`config.mk`:
```
export PLATFORM = sky130hd
export DESIGN_NAME = logfmt_alu
export DESIGN_NICKNAME = d
export VERILOG_FILES = /design/src/rtl/logfmt_pkg.sv /design/src/rtl/logfmt_to_log.sv /design/src/rtl/logfmt_to_fix.sv /design/src/rtl/logfmt_arith.sv /design/src/rtl/logfmt_alu.sv
export SDC_FILE = /design/constraint.sdc
export NUM_CORES = 1
export LEC_CHECK = 0
export BUFFER_PORTS_ARGS = -buffer_cell sky130_fd_sc_hd__buf_2
export CORE_AREA = 3 3 117 119
export CTS_CLUSTER_DIAMETER = 40
export DETAILED_ROUTE_END_ITERATION = 8
export DIE_AREA = 0 0 120 122
export PLACE_DENSITY_LB_ADDON = 0.25
export SETUP_SLACK_MARGIN = 0.3
export SLEW_MARGIN = 20
export SYNTH_ARGS = -nofsm -noshare
export SYNTH_HDL_FRONTEND = slang
export SYNTH_SLANG_ARGS = --single-unit
```
`constraint.sdc`:
```
create_clock -name clk -period 13.9 [get_ports clk]
set_clock_uncertainty 0.15 [all_clocks]
set_input_delay 1.39 -clock clk [delete_from_list [all_inputs] [get_ports clk]]
set_output_delay 1.39 -clock clk [all_outputs]
set_load 0.02 [all_outputs]
```
`src/rtl/logfmt_pkg.sv`:
```
package logfmt_pkg;

   typedef enum logic [1:0] {
      OP_TO_LOG = 2'd0,
      OP_TO_FIX = 2'd1,
      OP_MUL    = 2'd2,
      OP_ADD    = 2'd3
   } lf_op_e;

   // nearest integer, halves rounded upward
   function automatic int lf_round(input real x);
      return $rtoi($floor(x + 0.5));
   endfunction

   function automatic real lf_log2(input real x);
      return $ln(x) / $ln(2.0);
   endfunction

   function automatic real lf_exp2(input real x);
      return $exp(x * $ln(2.0));
   endfunction

   // fraction code for mantissa bits k below the leading one
   function automatic int lf_enc_entry(input int k, input int fw);
      real scale;
      scale = real'(1 << fw);
      return lf_round(scale * lf_log2(1.0 + real'(k) / scale));
   endfunction

   // antilog mantissa (without hidden one) for fraction code f
   function automatic int lf_dec_entry(input int f, input int fw, input int aw);
      return lf_round(real'(1 << aw) * (lf_exp2(real'(f) / real'(1 << fw)) - 1.0));
   endfunction

   // correction added for equal-sign sums, indexed by magnitude difference
   function automatic int lf_sum_entry(input int d, input int fw);
      real scale;
      scale = real'(1 << fw);
      return lf_round(scale * lf_log2(1.0 + lf_exp2(-real'(d) / scale)));
   endfunction

   // correction subtracted for opposite-sign sums (d = 0 handled apart)
   function automatic int lf_dif_entry(input int d, input int fw);
      real scale;
      scale = real'(1 << fw);
      if (d == 0) return 0;
      return -lf_round(scale * lf_log2(1.0 - lf_exp2(-real'(d) / scale)));
   endfunction

endpackage

```
`src/rtl/logfmt_to_log.sv`:
```
module logfmt_to_log #(
   parameter int FIX_W  = 15,
   parameter int INT_W  = 3,
   parameter int FRAC_W = 3
) (
   input  logic [FIX_W-1:0]          fix_i,
   output logic [INT_W+FRAC_W+1:0]   log_o
);
   import logfmt_pkg::*;

   localparam int MAG_W   = INT_W + FRAC_W;
   localparam int P_W     = $clog2(FIX_W);
   localparam int NFRAC   = 1 << FRAC_W;
   localparam int INT_MAX = (1 << INT_W) - 1;

   logic [FRAC_W-1:0] enc_tbl [NFRAC];

   for (genvar g = 0; g < NFRAC; g++) begin : g_enc
      assign enc_tbl[g] = FRAC_W'(lf_enc_entry(g, FRAC_W));
   end

   logic [FIX_W-1:0]  mag;
   logic [P_W-1:0]    lead_pos;
   logic [FRAC_W-1:0] frac_idx;
   logic              neg;

   assign neg = fix_i[FIX_W-1];
   assign mag = neg ? (~fix_i + 1'b1) : fix_i;

   // leading-one detector: highest set bit wins
   always_comb begin
      lead_pos = '0;
      for (int i = 0; i < FIX_W; i++) begin
         if (mag[i]) lead_pos = P_W'(i);
      end
   end

   // shifter brings the bits below the leading one into the index
   assign frac_idx = FRAC_W'({mag, {FRAC_W{1'b0}}} >> lead_pos);

   always_comb begin
      if (mag == '0) begin
         log_o = {1'b0, 1'b1, {MAG_W{1'b0}}};
      end else if (lead_pos > P_W'(INT_MAX)) begin
         log_o = {neg, 1'b0, {MAG_W{1'b1}}};
      end else begin
         log_o = {neg, 1'b0, lead_pos[INT_W-1:0], enc_tbl[frac_idx]};
      end
   end

endmodule

```
`src/rtl/logfmt_to_fix.sv`:
```
module logfmt_to_fix #(
   parameter int FIX_W  = 15,
   parameter int INT_W  = 3,
   parameter int FRAC_W = 3,
   parameter int ANTI_W = 8
) (
   input  logic [INT_W+FRAC_W+1:0] log_i,
   output logic [FIX_W-1:0]        fix_o
);
   import logfmt_pkg::*;

   localparam int MAG_W  = INT_W + FRAC_W;
   localparam int NFRAC  = 1 << FRAC_W;
   localparam int NI     = 1 << INT_W;
   localparam int WIDE_W = ANTI_W + NI;

   logic [ANTI_W-1:0] dec_tbl [NFRAC];

   for (genvar g = 0; g < NFRAC; g++) begin : g_dec
      assign dec_tbl[g] = ANTI_W'(lf_dec_entry(g, FRAC_W, ANTI_W));
   end

   logic              sgn, zflag;
   logic [INT_W-1:0]  ipart;
   logic [FRAC_W-1:0] fpart;
   logic [ANTI_W:0]   mant;
   logic [FIX_W-1:0]  mag_fix;

   assign sgn   = log_i[MAG_W+1];
   assign zflag = log_i[MAG_W];
   assign ipart = log_i[MAG_W-1:FRAC_W];
   assign fpart = log_i[FRAC_W-1:0];
   assign mant  = {1'b1, dec_tbl[fpart]};

   // barrel shift by the integer part, then drop the table precision
   assign mag_fix = FIX_W'((WIDE_W'(mant) << ipart) >> ANTI_W);

   always_comb begin
      if (zflag)    fix_o = '0;
      else if (sgn) fix_o = ~mag_fix + 1'b1;
      else          fix_o = mag_fix;
   end

endmodule

```
`src/rtl/logfmt_arith.sv`:
```
module logfmt_arith #(
   parameter int INT_W  = 3,
   parameter int FRAC_W = 3
) (
   input  logic                     do_add,
   input  logic [INT_W+FRAC_W+1:0]  a_i,
   input  logic [INT_W+FRAC_W+1:0]  b_i,
   output logic [INT_W+FRAC_W+1:0]  res_o
);
   import logfmt_pkg::*;

   localparam int MAG_W   = INT_W + FRAC_W;
   localparam int LOG_W   = MAG_W + 2;
   localparam int NMAG    = 1 << MAG_W;
   localparam int C_W     = MAG_W + 2;
   localparam int MAG_MAX = NMAG - 1;
   localparam logic [LOG_W-1:0] ZERO_W = {1'b0, 1'b1, {MAG_W{1'b0}}};

   logic [C_W-1:0] sum_tbl [NMAG];
   logic [C_W-1:0] dif_tbl [NMAG];

   for (genvar g = 0; g < NMAG; g++) begin : g_corr
      assign sum_tbl[g] = C_W'(lf_sum_entry(g, FRAC_W));
      assign dif_tbl[g] = C_W'(lf_dif_entry(g, FRAC_W));
   end

   logic             a_s, b_s, a_z, b_z;
   logic [MAG_W-1:0] a_m, b_m;

   assign a_s = a_i[MAG_W+1];
   assign b_s = b_i[MAG_W+1];
   assign a_z = a_i[MAG_W];
   assign b_z = b_i[MAG_W];
   assign a_m = a_i[MAG_W-1:0];
   assign b_m = b_i[MAG_W-1:0];

   // multiply: exponent addition with saturation
   logic [MAG_W:0]   prod;
   logic [LOG_W-1:0] mul_res;

   assign prod = {1'b0, a_m} + {1'b0, b_m};

   always_comb begin
      if (a_z || b_z)    mul_res = ZERO_W;
      else if (prod[MAG_W]) mul_res = {a_s ^ b_s, 1'b0, {MAG_W{1'b1}}};
      else               mul_res = {a_s ^ b_s, 1'b0, prod[MAG_W-1:0]};
   end

   // add: first adder orders and differences, second applies the correction
   logic             a_ge;
   logic [MAG_W-1:0] big, sml, diff;
   logic             big_s;
   logic [C_W-1:0]   up_sum;
   logic [LOG_W-1:0] add_res;

   assign a_ge   = (a_m >= b_m);
   assign big    = a_ge ? a_m : b_m;
   assign sml    = a_ge ? b_m : a_m;
   assign big_s  = a_ge ? a_s : b_s;
   assign diff   = big - sml;
   assign up_sum = C_W'(big) + sum_tbl[diff];

   always_comb begin
      if (a_z && b_z) begin
         add_res = ZERO_W;
      end else if (a_z) begin
         add_res = b_i;
      end else if (b_z) begin
         add_res = a_i;
      end else if (a_s == b_s) begin
         if (up_sum > C_W'(MAG_MAX)) add_res = {big_s, 1'b0, {MAG_W{1'b1}}};
         else                        add_res = {big_s, 1'b0, up_sum[MAG_W-1:0]};
      end else if (diff == '0) begin
         add_res = ZERO_W;
      end else if (dif_tbl[diff] > C_W'(big)) begin
         add_res = ZERO_W;
      end else begin
         add_res = {big_s, 1'b0, MAG_W'(C_W'(big) - dif_tbl[diff])};
      end
   end

   assign res_o = do_add ? add_res : mul_res;

endmodule

```
`src/rtl/logfmt_alu.sv`:
```
module logfmt_alu #(
   parameter int FIX_W  = 15,
   parameter int INT_W  = 3,
   parameter int FRAC_W = 3,
   parameter int ANTI_W = 8
) (
   input  logic                     clk,
   input  logic                     rst,
   input  logic                     in_valid,
   input  logic [1:0]               op,
   input  logic [FIX_W-1:0]         fix_in,
   input  logic [INT_W+FRAC_W+1:0]  log_a,
   input  logic [INT_W+FRAC_W+1:0]  log_b,
   output logic                     out_valid,
   output logic [INT_W+FRAC_W+1:0]  log_out,
   output logic [FIX_W-1:0]         fix_out
);
   import logfmt_pkg::*;

   localparam int MAG_W = INT_W + FRAC_W;
   localparam int LOG_W = MAG_W + 2;
   localparam logic [LOG_W-1:0] ZERO_W = {1'b0, 1'b1, {MAG_W{1'b0}}};

   // elaboration-time parameter checks
   if (INT_W < 1 || FRAC_W < 1) begin : g_bad_log_w
      $error("logfmt_alu: INT_W and FRAC_W must be at least 1");
   end
   if (FIX_W < (1 << INT_W) + 2) begin : g_bad_fix_w
      $error("logfmt_alu: FIX_W too narrow for the decoded log range");
   end
   if (ANTI_W < FRAC_W) begin : g_bad_anti_w
      $error("logfmt_alu: ANTI_W must be at least FRAC_W");
   end

   // stage 1: operand capture
   logic             v1;
   lf_op_e           op1;
   logic [FIX_W-1:0] fix1;
   logic [LOG_W-1:0] a1, b1;

   always_ff @(posedge clk) begin
      if (rst) begin
         v1   <= 1'b0;
         op1  <= OP_TO_LOG;
         fix1 <= '0;
         a1   <= '0;
         b1   <= '0;
      end else begin
         v1 <= in_valid;
         if (in_valid) begin
            op1  <= lf_op_e'(op);
            fix1 <= fix_in;
            a1   <= log_a;
            b1   <= log_b;
         end
      end
   end

   logic [LOG_W-1:0] to_log_w, arith_w;
   logic [FIX_W-1:0] to_fix_w;

   logfmt_to_log #(.FIX_W(FIX_W), .INT_W(INT_W), .FRAC_W(FRAC_W)) u_to_log (
      .fix_i (fix1),
      .log_o (to_log_w)
   );

   logfmt_to_fix #(.FIX_W(FIX_W), .INT_W(INT_W), .FRAC_W(FRAC_W), .ANTI_W(ANTI_W)) u_to_fix (
      .log_i (a1),
      .fix_o (to_fix_w)
   );

   logfmt_arith #(.INT_W(INT_W), .FRAC_W(FRAC_W)) u_arith (
      .do_add (op1 == OP_ADD),
      .a_i    (a1),
      .b_i    (b1),
      .res_o  (arith_w)
   );

   logic [LOG_W-1:0] log_n;
   logic [FIX_W-1:0] fix_n;

   always_comb begin
      log_n = '0;
      fix_n = '0;
      unique case (op1)
         OP_TO_LOG: log_n = to_log_w;
         OP_TO_FIX: fix_n = to_fix_w;
         default:   log_n = arith_w;
      endcase
   end

   // stage 2: result register
   always_ff @(posedge clk) begin
      if (rst) begin
         out_valid <= 1'b0;
         log_out   <= '0;
         fix_out   <= '0;
      end else begin
         out_valid <= v1;
         if (v1) begin
            log_out <= log_n;
            fix_out <= fix_n;
         end
      end
   end

   // ---------------- assertions ----------------
   assert_latency_R1: assert property (@(posedge clk) disable iff (rst)
      in_valid |=> ##1 out_valid);

   assert_idle_R1: assert property (@(posedge clk) disable iff (rst)
      !in_valid |=> ##1 !out_valid);

   assert_zero_canon_R2: assert property (@(posedge clk) disable iff (rst)
      (out_valid && log_out[MAG_W]) |-> (log_out == ZERO_W));

   assert_to_log_zero_R3: assert property (@(posedge clk) disable iff (rst)
      (in_valid && op == OP_TO_LOG && fix_in == '0) |=> ##1 (log_out == ZERO_W));

   assert_to_fix_zero_R4: assert property (@(posedge clk) disable iff (rst)
      (in_valid && op == OP_TO_FIX && log_a[MAG_W]) |=> ##1 (fix_out == '0));

   assert_mul_zero_R5: assert property (@(posedge clk) disable iff (rst)
      (in_valid && op == OP_MUL && (log_a[MAG_W] || log_b[MAG_W]))
      |=> ##1 (log_out == ZERO_W));

   assert_cancel_R7: assert property (@(posedge clk) disable iff (rst)
      (in_valid && op == OP_ADD && !log_a[MAG_W] && !log_b[MAG_W]
       && (log_a[MAG_W+1] != log_b[MAG_W+1])
       && (log_a[MAG_W-1:0] == log_b[MAG_W-1:0]))
      |=> ##1 (log_out == ZERO_W));

   assert_unused_log_R9: assert property (@(posedge clk) disable iff (rst)
      (in_valid && op == OP_TO_FIX) |=> ##1 (log_out == '0));

   assert_unused_fix_R9: assert property (@(posedge clk) disable iff (rst)
      (in_valid && op != OP_TO_FIX) |=> ##1 (fix_out == '0));

endmodule

```
# Yosys cells after proc, flatten, opt, wreduce, memory -nomap -nowiden
# Memory sizes are Yosys's and may differ from the RTL's.
# Cells that the tools add are included.
[word_totals]
regBits = 58
romBits = 1112
input_bits = 36
out_inout_bits = 24
word_cells = 83
memories = 4
[op_classes]
n_addsub = 6
n_lt_le_gt_ge = 7
eq_ne = 3
shift = 2
n_mux = 42
bitwise = 6
n_reduce_logical = 5
[memory_table]
columns = ["memory", "words", "word_bits", "read_ports", "rd_clocked_by_memory_dff", "write_ports", "line_no", "source"]
rows = [
  ["(name not given)", 64, 8, 1, 0, 0, "logfmt_arith.sv:75", "end else if (dif_tbl[diff] > C_W'(big)) begin"],
  ["(name not given)", 64, 8, 1, 0, 0, "logfmt_arith.sv:61", "assign up_sum = C_W'(big) + sum_tbl[diff];"],
  ["(name not given)", 8, 8, 1, 0, 0, "logfmt_to_fix.sv:33", "assign mant = {1'b1, dec_tbl[fpart]};"],
  ["(name not given)", 8, 3, 1, 0, 0, "logfmt_to_log.sv:47", "log_o = {neg, 1'b0, lead_pos[INT_W-1:0], enc_tbl[frac_idx]};"],
]
[ops]
columns = ["cell", "count"]
rows = [
  ["8-bit two-way mux", 15],
  ["15-bit two-way mux", 4],
  ["15-bit by 1-bit adder with 15-bit output, second input constant", 2],
  ["6-bit two-way mux", 5],
  ["4-bit two-way mux", 7],
  ["3-bit two-way mux", 6],
  ["18-bit by 4-bit >> shifter with 3-bit output", 1],
  ["8-bit one-hot mux with 2 select lines", 1],
  ["9-bit by 3-bit left shift with 16-bit output", 1],
  ["15-bit logical NOT", 1],
  ["15-bit inverter", 1],
  ["8-bit inverter with 15-bit output", 1],
  ["6-bit subtractor", 2],
  ["6-bit by 8-bit adder with 8-bit output", 1],
  ["4-bit >= comparator, second input constant", 2],
  ["8-bit by 6-bit > comparator with 1-bit output", 1],
  ["8-bit by 6-bit > comparator with 1-bit output, second input constant", 1],
  ["3-bit inverter with 4-bit output", 2],
  ["6-bit by 6-bit adder with 7-bit output", 1],
  ["7-bit >= comparator, second input constant", 1],
  ["6-bit inverter with 7-bit output", 1],
  ["6-bit >= comparator", 1],
  ["6-bit logical NOT", 1],
  ["4-bit by 3-bit > comparator with 1-bit output, second input constant", 1],
  ["9 further kinds", 11],
]

# Depth between registers and ports, before layout
[logic_depth]
depth_word = 25
depth_mapped = 29

# Hierarchy
# A second synthesis with hierarchy kept.
[unflattened]
hier_cells = 780
area_unflattened_um2 = 6155.9
[by_module_without_submodules]
columns = ["module", "instances", "cells_each", "area_per_inst_um2"]
rows = [
  ["logfmt_alu", 1, 192, 2102.0],
  ["logfmt_arith", 1, 281, 1906.8],
  ["logfmt_to_log", 1, 190, 1335.0],
  ["logfmt_to_fix", 1, 117, 812.0],
]

# Worst setup path before layout
# No wires, ideal clock.
[synth_path]
path_type = "register to register"
startpoint = "register b1[4]"
endpoint = "register log_out[4]"
setup_ns = 0.091
arrival_ns = 5.046
required_ns = 13.659
setup_slack_ns = 8.613
stages_incl_launch_ff = 29
path_cell_list = "dfxtp_1 inv_1 ha_1 clkbuf_1 a21oi_1 a2bb2oi_1 o21a_1 mux2i_1 inv_1 ha_1 nand3_1 o211ai_1 nor3_1 xnor2_1 clkbuf_1 o21ai_0 a31oi_1 inv_1 ha_1 nor2b_1 o21ai_0 nand2b_1 a21oi_1 nor2b_1 o211ai_1 o21ai_0 a31oi_1 o2111ai_1 a311oi_1"
[synth_via]
elab_chain_len = 16
[synth_rtl]
columns = ["element", "line_no", "source"]
rows = [
  ["start, declared", "logfmt_alu.sv:39", "logic [LOG_W-1:0] a1, b1;"],
  ["start signal, assigned", "logfmt_alu.sv:54", "b1 <= log_b;"],
  ["6-bit >= comparator", "logfmt_arith.sv:56", "assign a_ge = (a_m >= b_m);"],
  ["6-bit two-way mux (on tied branches)", "logfmt_arith.sv:57, logfmt_arith.sv:58", ""],
  ["6-bit subtractor", "logfmt_arith.sv:60", "assign diff = big - sml;"],
  ["6-bit inverter with 7-bit output (implied by the code)", "logfmt_arith.sv:61, logfmt_arith.sv:75, logfmt_arith.sv:78", ""],
  ["memory read 64 x 8 bit (on tied branches)", "-", ""],
  ["8-bit two-way mux (on tied branches) (2 in a row)", "logfmt_arith.sv:61, logfmt_arith.sv:75", ""],
  ["6-bit by 8-bit adder with 8-bit output, or another cell as far along", "logfmt_arith.sv:61", ""],
  ["8-bit by 6-bit > comparator with 1-bit output or 8-bit two-way mux (tied branches)", "logfmt_arith.sv:71, logfmt_arith.sv:75", ""],
  ["6-bit two-way mux or 8-bit two-way mux (tied branches)", "logfmt_arith.sv:71, logfmt_arith.sv:73", ""],
  ["8-bit two-way mux", "logfmt_arith.sv:70", "end else if (a_s == b_s) begin"],
  ["8-bit two-way mux", "logfmt_arith.sv:68", "end else if (b_z) begin"],
  ["8-bit two-way mux", "logfmt_arith.sv:66", "end else if (a_z) begin"],
  ["8-bit two-way mux", "logfmt_arith.sv:64", "if (a_z && b_z) begin"],
  ["8-bit two-way mux *", "logfmt_arith.sv:82", "assign res_o = do_add ? add_res : mul_res;"],
  ["8-bit one-hot mux with 2 select lines *", "logfmt_alu.sv:85", "unique case (op1)"],
  ["end signal, assigned", "logfmt_alu.sv:101", "log_out <= log_n;"],
  ["end, declared", "logfmt_alu.sv:15", "output logic [INT_W+FRAC_W+1:0] log_out,"],
]
# Every way passes the cells marked *; elsewhere a longest branch is shown, timed or not. The select of a mux whose other input is x is not followed.
# A chain may end at the register's enable or synchronous reset.

# Worst setup path in the final report
[layout_path]
startpoint = "register a1[3]"
endpoint = "register log_out[4]"
[layout_via]
elab_chain_len = 16
[layout_rtl]
columns = ["element", "line_no", "source"]
rows = [
  ["start, declared", "logfmt_alu.sv:39", ""],
  ["start signal, assigned", "logfmt_alu.sv:53", "a1 <= log_a;"],
  ["6-bit >= comparator", "logfmt_arith.sv:56", ""],
  ["6-bit two-way mux (on tied branches)", "logfmt_arith.sv:57, logfmt_arith.sv:58", ""],
  ["6-bit subtractor", "logfmt_arith.sv:60", ""],
  ["6-bit inverter with 7-bit output (implied by the code)", "logfmt_arith.sv:61, logfmt_arith.sv:75, logfmt_arith.sv:78", ""],
  ["memory read 64 x 8 bit (on tied branches)", "-", ""],
  ["8-bit two-way mux (on tied branches) (2 in a row)", "logfmt_arith.sv:61, logfmt_arith.sv:75", ""],
  ["6-bit by 8-bit adder with 8-bit output, or another cell as far along", "logfmt_arith.sv:61", ""],
  ["8-bit by 6-bit > comparator with 1-bit output or 8-bit two-way mux (tied branches)", "logfmt_arith.sv:71, logfmt_arith.sv:75", ""],
  ["6-bit two-way mux or 8-bit two-way mux (tied branches)", "logfmt_arith.sv:71, logfmt_arith.sv:73", ""],
  ["8-bit two-way mux", "logfmt_arith.sv:70", ""],
  ["8-bit two-way mux", "logfmt_arith.sv:68", ""],
  ["8-bit two-way mux", "logfmt_arith.sv:66", ""],
  ["8-bit two-way mux", "logfmt_arith.sv:64", ""],
  ["8-bit two-way mux *", "logfmt_arith.sv:82", ""],
  ["8-bit one-hot mux with 2 select lines *", "logfmt_alu.sv:85", ""],
]
# Marked as above.

==> key figures <==
Worst hold path
  – Hold Crit Class: reg -> reg

Setup path
  – CP arrival: 7.51 ns
  – CP delay by family, top: compound AO/OA/AOI/OAI gates
  – Crit end category: register
  – FF-to-FF setup slack: 6.47 ns
  – Most frequent CP cell: ha_1
  – Worst-path cell chain: ha_1, a211oi_1, a2bb2oi_1, o21a_1, mux2i_1, inv_1, ha_1, a211o_1, xnor2_1, inv_1, or4_1, a21oi_1, a221o_1, ha_1, nor2b_1, o21ai_0, nand2b_1, a21oi_1, nor2b_1, o211ai_1, o21ai_0, a31oi_1, o2111ai_1, a311oi_1
  – Bufs and invs on worst path: 2
  – Critical-path top delay cell: dfxtp_1
  – Max FO, Critical Path: 29
  – CP startpoint kind: register
  – Kind of critical path: reg -> reg
  – CP required: 13.98 ns
  – CP peak stage delay: 0.93 ns

Timing
  – Hold Worst Slack: ~0.32 ns
  – Final Hold Fails: 0
  – Setup TNS Final: 0 ns
  – Unrepaired setup endpoints after global routing: false
  – Maximum clock frequency: 135 MHz
  – Tcrit/Tclk final: 53.5%
  – Final Worst Setup Slack: about 6.5 ns
  – Slew Limit Fails: 0
  – Final setup violation count: 0
  – Slew @ Worst Pin: 1.08 ns
  – Tmin final: 7.43 ns
  – Slew Limit Headroom: 28.1%

Route
  – Drt via density: approximately 6.0
  – WL per Instance: roughly 17 µm
  – Final ANT Viol Nets: 0
  – DRT Wirelength: 16,400 µm
  – WL met3: 807 µm
  – Drc violations: 0
  – DR iter-0 viols: 535
  – Detailed Routing Iterations Pass 1: 7
  – Met2 WL: 8080 µm
  – Via Count: 5,668
  – M1 wire length: 7000 µm
  – Highest routed metal layer: met4

Floorplanning
  – Number of I/O pins: 60
  – Core ar.: around 13,000 µm²
  – Initial Util: 44.9%
  – Die area: 14,600 µm²
  – Site row count: 41
  – Die height: around 120 µm
  – Chip width: roughly 120 µm

GRT
  – Largest net degree at the start of global routing: 60
  – Initial antenna violation count: 0
  – Tot GR Track Use: 22.0%
  – Overflow after GRT: 0
  – Number of global-route vias before repair: 5,422
  – First-pass GRT wire length: 26,600 µm

Clocking
  – Clk buf depth: 2
  – # hold bufs at CTS: 0
  – Clock Latency Late Sink: 0.33 ns
  – Clk root buf: clkbuf_16
  – Post_cts resized: 0
  – TritonCTS clock tree: built
  – # clock sinks: 57
  – H-tree depth: 3
  – Clk slew on worst S/H paths: approximately 0.06 ns
  – Postcts setup bufs: 0
  – Num CTS Buffers: 9

Power
  – PD cells: 122 nW/µm²
  – Peak supply drop: 0.0616 mV
  – Leakage: between 0.002 and 0.003 µW
  – Power Total: 760 µW

Logic synthesis
  – Gate Count Post-Synth: about 760
  – Post-Syn Nets: 835
  – Synth top area cells: dfxtp_1 20%, mux2i_1 9.1%, ha_1 8.6%
  – Most common library cells after synthesis: 96 x nor2_1, 63 x a21oi_1, 57 x dfxtp_1
  – Top_reg_cell synth: dfxtp_1
  – Flops & latches, synth: 57
  – Cell variety after synth: 74
  – Synth top area share: 20.1%
  – EDFF count, synth: 0
  – Post-synth ARST share: 0%
  – Leading area contributor after synthesis: dfxtp_1
  – Synth Cell Area: 5690 µm²
  – Register area share after synthesis: between 20% and 30%
  – Most frequent cell after synthesis: nor2_1
  – Synth warn: 0
  – Syn Area/Cell: between 7 and 8 µm²

Place
  – Area after DPL: 5970 µm²
  – Hpwl dp: approximately 12,000 µm
  – Pre-CTS setup slack: 6.81 ns
  – RePlAce Congestion: 0.942
  – Port bufs: 59

Layout
  – Area Overhead vs Synth: 9.70%
  – Finished Cell Area: between 6000 and 7000 µm²
  – Share of layout cells above drive strength 1: 11.9%
  – Inserted Diodes: 0
  – Nets: approximately 850

Flow run
  – Max-Cap Viols: 0

Outcome
  – Status: complete, no violations
==> cells by family after synthesis <==
kind of cell | Yosys count | synth area share (%)
flops | 57 | 20.1
mux | 58 | 10.4
compound gates | 221 | 26.1
simple gates | 254 | 21.9
fa+ha+maj | 42 | 9.63
buf+inv | 93 | 6.99
xor+xnor | 32 | 4.93
==> placed cells by master (no fill, tap or decap), types with 24 or more instances in the layout <==
| master | instances |
|---|---|
| nor2_1 | 96 |
| a21oi_1 | 63 |
| buf_2 | 59 |
| dfxtp_1 | 57 |
| mux2i_1 | 52 |
| nand2_1 | 48 |
| o21ai_0 | 40 |
| ha_1 | 39 |
| inv_1 | 38 |
| xnor2_1 | 24 |
==> power by group <==
group	leakage (µW)	total, µW	internal [µW]	switching, µW
clock network	0.000135	207	125	82.2
registers	0.000468	191	173	18.4
logic	0.00209	362	146	216
total	0.00269	760	444	316
==> metrics by stage <==
stage	std cells	utilization (%)
3_3_place_gp	936	47.1
4_1_cts	952	49.3
6_report	952	49.3
3_5_place_dp	936	47.1
2_1_floorplan	757	-
5_1_grt	952	49.3
==> worst min-delay path, delay by kind of cell, from the launching register on <==
| family | cells | cell delay (ns) |
|---|---|---|
| AOI/OAI and AO/OA | 1 | 0.06 |
| and+or+nand+nor | 1 | 0.06 |
| DFF | 1 | 0.30 |
==> area by class of cell <==
class | count | area [µm²]
well taps | 172 | 215
clock buffers | 11 | 243
repair buffers | 62 | 318
flip-flops and latches | 57 | 1140
multi-input cells | 607 | 4150
clock inverters | 5 | 31.3
fillers | 1236 | 6430
inverters | 38 | 143
==> flip-flops by register name (all words and copies together), names as in the netlist <==
signal	count
fix1	15
a1	8
log_out	8
op1	2
v1	1
fix_out	14
out_valid	1
b1	8
==> final timing paths <==
path / start / end / cells past startpoint
max reg2reg: a1[3]$_SDFFE_PP0P_ / log_out[4]$_SDFFE_PP0P_ / 24
max: a1[3]$_SDFFE_PP0P_ / log_out[4]$_SDFFE_PP0P_ / 24
min reg2reg: fix_out[11]$_SDFFE_PP0P_ / fix_out[11]$_SDFFE_PP0P_ / 2
min: fix_out[11]$_SDFFE_PP0P_ / fix_out[11]$_SDFFE_PP0P_ / 2
==> layer usage <==
| layer | up-vias | GRT usage [%] |
|---|---|---|
| met5 | - | 0 |
| li1 | 2764 | - |
| met4 | 0 | 7.30 |
| met3 | 45 | 4.18 |
| met1 | 2645 | 27.0 |
| met2 | 214 | 38.7 |
Power figures use the tool's default switching activity.
